**config.mk**
```make
export PLATFORM = sky130hd
export DESIGN_NAME = link_wake_gen
export DESIGN_NICKNAME = d
export VERILOG_FILES = /design/src/rtl/lw_pkg.sv /design/src/rtl/lw_strap_capture.sv /design/src/rtl/lw_wake_ctrl.sv /design/src/rtl/lw_square_gen.sv /design/src/rtl/link_wake_gen.sv
export SDC_FILE = /design/constraint.sdc
export NUM_CORES = 1
export LEC_CHECK = 0
export ABC_AREA = 1
export ABC_CLOCK_PERIOD_IN_PS = 2800
export BUFFER_PORTS_ARGS = -buffer_cell sky130_fd_sc_hd__buf_2
export CORE_AREA = 8 8 45 47
export DETAILED_ROUTE_END_ITERATION = 8
export DIE_AREA = 0 0 53 55
export PLACE_DENSITY = 0.55
export SLEW_MARGIN = 25
export SYNTH_ARGS = -nofsm -noshare
export SYNTH_HDL_FRONTEND = slang
export SYNTH_HIERARCHICAL = 1
export SYNTH_SLANG_ARGS = --single-unit
export TNS_END_PERCENT = 50
```
**constraint.sdc**
```tcl
create_clock -name clk -period 2.8 [get_ports clk]
set_clock_uncertainty 0.2 [all_clocks]
set_input_delay 0.42 -clock clk [delete_from_list [all_inputs] [get_ports clk]]
set_output_delay 0.42 -clock clk [all_outputs]
set_load 0.02 [all_outputs]
```
**src/rtl/lw_pkg.sv**
```systemverilog
package lw_pkg;

   typedef struct packed {
      logic port_evt;
      logic cfg_to;
      logic cpwr;
      logic st_to;
      logic resume_en;
   } lw_irq_t;

   // A wake is wanted from the interrupt side when the port event is set,
   // or when a resumable condition is set and resuming is enabled.
   function automatic logic lw_irq_wants_wake(input lw_irq_t irq);
      return irq.port_evt | (irq.resume_en & (irq.cfg_to | irq.cpwr | irq.st_to));
   endfunction

endpackage

```
**src/rtl/lw_strap_capture.sv**
```systemverilog
module lw_strap_capture #(
   parameter int unsigned SYNC_STAGES = 2,
   parameter int unsigned BRIDGE_W    = 2
) (
   input  logic                clk,
   input  logic                rst_n,
   input  logic                strap_contend_i,
   input  logic                strap_bridge_i,
   input  logic                wr_i,
   input  logic [BRIDGE_W-1:0] wdata_i,
   output logic                contender_o,
   output logic [BRIDGE_W-1:0] bridge_o
);
   localparam int unsigned NSTRAP = 2;

   logic [NSTRAP-1:0] chain [SYNC_STAGES];
   logic [NSTRAP-1:0] synced;

   always_ff @(posedge clk) begin
      chain[0] <= {strap_bridge_i, strap_contend_i};
   end

   for (genvar s = 1; s < SYNC_STAGES; s++) begin : g_stage
      always_ff @(posedge clk) begin
         chain[s] <= chain[s-1];
      end
   end

   assign synced = chain[SYNC_STAGES-1];

   // The straps are loaded on every clock while reset is held, so the last
   // clock before release decides the value.
   always_ff @(posedge clk) begin
      if (!rst_n) begin
         contender_o <= synced[0];
         bridge_o    <= {BRIDGE_W{synced[1]}};
      end else if (wr_i) begin
         bridge_o    <= wdata_i;
      end
   end
endmodule

```
**src/rtl/lw_wake_ctrl.sv**
```systemverilog
module lw_wake_ctrl
   import lw_pkg::*;
(
   input  logic    clk,
   input  logic    rst_n,
   input  logic    link_active_i,
   input  logic    pkt_wake_i,
   input  lw_irq_t irq_i,
   input  logic    bus_rst_i,
   output logic    active_o
);
   logic irq_want;
   logic active_d;

   assign irq_want = lw_irq_wants_wake(irq_i);

   always_comb begin
      if (link_active_i)  active_d = 1'b0;
      else if (bus_rst_i) active_d = irq_want;
      else                active_d = active_o | irq_want | pkt_wake_i;
   end

   always_ff @(posedge clk or negedge rst_n) begin
      if (!rst_n) active_o <= 1'b0;
      else        active_o <= active_d;
   end
endmodule

```
**src/rtl/lw_square_gen.sv**
```systemverilog
module lw_square_gen #(
   parameter int unsigned PHASE_W = 3
) (
   input  logic clk,
   input  logic rst_n,
   input  logic active_i,
   output logic wave_o
);
   logic [PHASE_W-1:0] phase;

   always_ff @(posedge clk or negedge rst_n) begin
      if (!rst_n)         phase <= '0;
      else if (!active_i) phase <= '0;
      else                phase <= phase + 1'b1;
   end

   assign wave_o = active_i & ~phase[PHASE_W-1];
endmodule

```
**src/rtl/link_wake_gen.sv**
```systemverilog
module link_wake_gen
   import lw_pkg::*;
#(
   parameter int unsigned SYNC_STAGES = 2,
   parameter int unsigned PHASE_W     = 3,
   parameter int unsigned BRIDGE_W    = 2
) (
   input  logic                clk,
   input  logic                rst_n,
   input  logic                strap_contend_i,
   input  logic                strap_bridge_i,
   input  logic                lps_i,
   input  logic                lctrl_i,
   input  logic                pkt_wake_i,
   input  logic                irq_port_evt_i,
   input  logic                irq_cfg_to_i,
   input  logic                irq_cpwr_i,
   input  logic                irq_st_to_i,
   input  logic                resume_en_i,
   input  logic                bus_rst_i,
   input  logic                bridge_wr_i,
   input  logic [BRIDGE_W-1:0] bridge_wdata_i,
   output logic                contender_o,
   output logic [BRIDGE_W-1:0] bridge_aware_o,
   output logic                wake_o,
   output logic                wake_oe_o
);
   if (SYNC_STAGES < 1) begin : g_bad_sync
      $error("link_wake_gen: SYNC_STAGES must be at least 1");
   end
   if (PHASE_W < 1) begin : g_bad_phase
      $error("link_wake_gen: PHASE_W must be at least 1");
   end
   if (BRIDGE_W < 1) begin : g_bad_bridge
      $error("link_wake_gen: BRIDGE_W must be at least 1");
   end

   lw_irq_t irq;
   logic    link_active;
   logic    active;

   assign irq = '{port_evt: irq_port_evt_i, cfg_to: irq_cfg_to_i,
                  cpwr: irq_cpwr_i, st_to: irq_st_to_i, resume_en: resume_en_i};
   assign link_active = lps_i & lctrl_i;
   assign wake_oe_o   = rst_n;

   lw_strap_capture #(.SYNC_STAGES(SYNC_STAGES), .BRIDGE_W(BRIDGE_W)) u_strap (
      .clk            (clk),
      .rst_n          (rst_n),
      .strap_contend_i(strap_contend_i),
      .strap_bridge_i (strap_bridge_i),
      .wr_i           (bridge_wr_i),
      .wdata_i        (bridge_wdata_i),
      .contender_o    (contender_o),
      .bridge_o       (bridge_aware_o)
   );

   lw_wake_ctrl u_ctrl (
      .clk          (clk),
      .rst_n        (rst_n),
      .link_active_i(link_active),
      .pkt_wake_i   (pkt_wake_i),
      .irq_i        (irq),
      .bus_rst_i    (bus_rst_i),
      .active_o     (active)
   );

   lw_square_gen #(.PHASE_W(PHASE_W)) u_sq (
      .clk     (clk),
      .rst_n   (rst_n),
      .active_i(active),
      .wave_o  (wake_o)
   );
endmodule

```
==> impl_metrics.tcl <==
set metrics [dict create \
    synth-main-ff-cell "dfxtp_1" \
    hp-class "in2reg" \
    via_per_inst 3.975 \
    maxCapViolations 0 \
    core_area_um2 1384 \
    synth_seq_cells 11 \
    drc 0 \
    cts.sink_count 11 \
    final_nets 82 \
    synth.most_common_cell "nand2_1" \
    ios 21 \
    drt_first_pass_iters 4 \
    synthArstFlopShare_pct 36.36 \
    netlist_top_cells_count "nand2_1 (11), nor2_1 (8), inv_1 (5)" \
    wl_per_cell_um 9.913 \
    drtIter0Drc 11 \
    period_share_pct 70.06 \
    netlist_instances 40 \
    timing.rr.end "u_sq/phase[1]" \
    avgSynthCellArea_um2 9.884 \
    status "finished clean" \
    place_congestion 0.5855 \
    grt_usage_pct 6.597 \
    antenna_found_initial 0 \
    finalHoldViolCount 0 \
    setup_violations 0 \
    timing.rr.start "u_sq/phase[0]" \
    tightestPinTransition_ps 177.7 \
    tritoncts "done" \
    clock-root-buffer "clkbuf_4" \
    overflow 0 \
    critPathLaunchType "input port" \
    post-synth-top-area-fraction_pct 25.32 \
    fin_crit_ps 1962 \
    p_leak_nw 0.3054 \
    vias 318 \
    timing.final.ws_setup_ps 838.3 \
    htreeDepth 1 \
    min_to "u_strap/chain[0][1]" \
    clk_pin_slew_ps 60 \
    dieArea_um2 2915 \
    worstHoldPathCells 1 \
    fmax_mhz 509.8 \
    synth_warnings 6 \
    synth_edf_count 3 \
    holdWs_ps 56.78 \
    yosys-top-cells-area "dfrtp_1 (25%), edfxtp_1 (23%), dfxtp_1 (20%)" \
    critPathKind "in2out" \
    slew_headroom_pct 88.15 \
    syn_nets 57 \
    clk_latency_ps 260 \
    post-place-ws_ps 1355 \
    rsz0062_at_grt "no" \
    final_antenna_net_count 0 \
    initial_core_util_pct 28.57 \
    area_delta_synth_final_pct 37.66 \
    cts_buffers 3 \
    drv_slew 0 \
    vdd_drop_max_v 0.0001888 \
    clk_path_buf_depth 2 \
    critical_path_arrival_ps 1340 \
    grt_start_max_net_pins 10 \
    n_antenna_cell 0 \
    path_max_fanout 9 \
    row_count 14 \
    portBuffers 20 \
    required_ps 2180 \
    die_y_um 55 \
    routed_wl_um 793 \
    syn-cell-area_um2 395.4 \
    drive_gt1_share_pct 39.06 \
    ys_seq_area_share_pct 68.35 \
    grt_pass1_vias 335 \
    fillers 146 \
    end_kind "output pin" \
    power_density_nw_per_um2 641.0 \
    synthDistinctLibCells 11 \
    r2r_slack_ps 1720 \
    die_x_um 53 \
    dp_hpwl_um 663.7 \
    synth_top_area_cell "dfrtp_1" \
    tns_ps 0 \
    holdCritStartpoint "strap_bridge_i" \
    grt_pass1_wl_mm 1.352 \
    r2r_cells 3 \
    cts_resized 0 \
]
==> per-layer routing <==
metal,wire length (µm),share of wire (%),vias to the layer above,global-route usage (%)
met5,0,0,-,0
met4,19,2.4,0,7.759
met3,100,13,2,3.476
met2,339,43,18,9.375
met1,333,42,131,6.337
li1,-,-,167,-
==> power by group <==
part | switching, mW | internal (mW)
Sequential | 0.00799 | 0.183
Combinational | 0.0304 | 0.0242
Clock | 0.0486 | 0.0551
Total | 0.0869 | 0.262
==> through the flow <==
stage	util, %	instances	area [µm²]	power [mW]
3_5_place_dp	36.71	75	508.0	0.2489
6_report	39.33	80	544.3	0.3489
4_1_cts	39.33	80	544.3	0.3570
3_3_place_gp	36.71	75	508.0	0.2472
5_1_grt	39.33	80	544.3	0.3756
2_1_floorplan	-	40	395.4	0.2255
==> worst max path at each step <==
stage	start	endpoint	slack, ps
5_1_grt	rst_n	wake_oe_o	760
6_report	rst_n	wake_oe_o	840
3_5_place_dp	rst_n	wake_oe_o	1360
3_3_place_gp	rst_n	wake_oe_o	1380
4_1_cts	rst_n	wake_oe_o	820
2_1_floorplan	u_ctrl/active_o	wake_o	1490
==> cells by family after synthesis <==
logic type / share of synthesized area (%)
DFF: 68.36
and+or+nand+nor: 19.62
adders and majority gates: 3.164
buffers and inverters: 7.595
AOI/OAI and AO/OA: 1.265
==> layout by cell type (no fill, tap or decap) <==
master,n
a21oi_1,1
buf_2,20
clkbuf_1,1
clkbuf_4,3
dfrtp_1,4
dfxtp_1,4
dlygate4sd3_1,1
edfxtp_1,3
ha_1,1
inv_1,5
inv_2,1
nand2_1,11
nand2_2,1
nor2_1,8
==> registers in the layout, indices dropped and copies added, names as in the netlist <==
| signal | count |
|---|---|
| u_strap/chain | 4 |
| u_sq/phase | 3 |
| u_strap/bridge_o | 2 |
| u_ctrl/active_o | 1 |
| u_strap/contender_o | 1 |
==> critical path: stages <==
cell           delay [ps]
dlygate4sd3_1         520
buf_2                 210
buf_2                 200
==> layout make-up <==
cell class,count,area [µm²],share of cell area [%]
Tap cell,16,20.02,3.678
Inverter,6,22.52,4.138
Clock buffer,4,26.28,4.828
Multi-Input combinational cell,22,95.09,17.47
Timing Repair Buffer,21,110.1,20.23
Sequential cell,11,270.3,49.66
==> repair_timing <==
action                                 in CTS  in global routing
setup buffers                               0                  0
endpoints found under the hold margin       4                  0
hold buffers                                1                  0
Note: power is estimated with default switching activity, not from simulation.
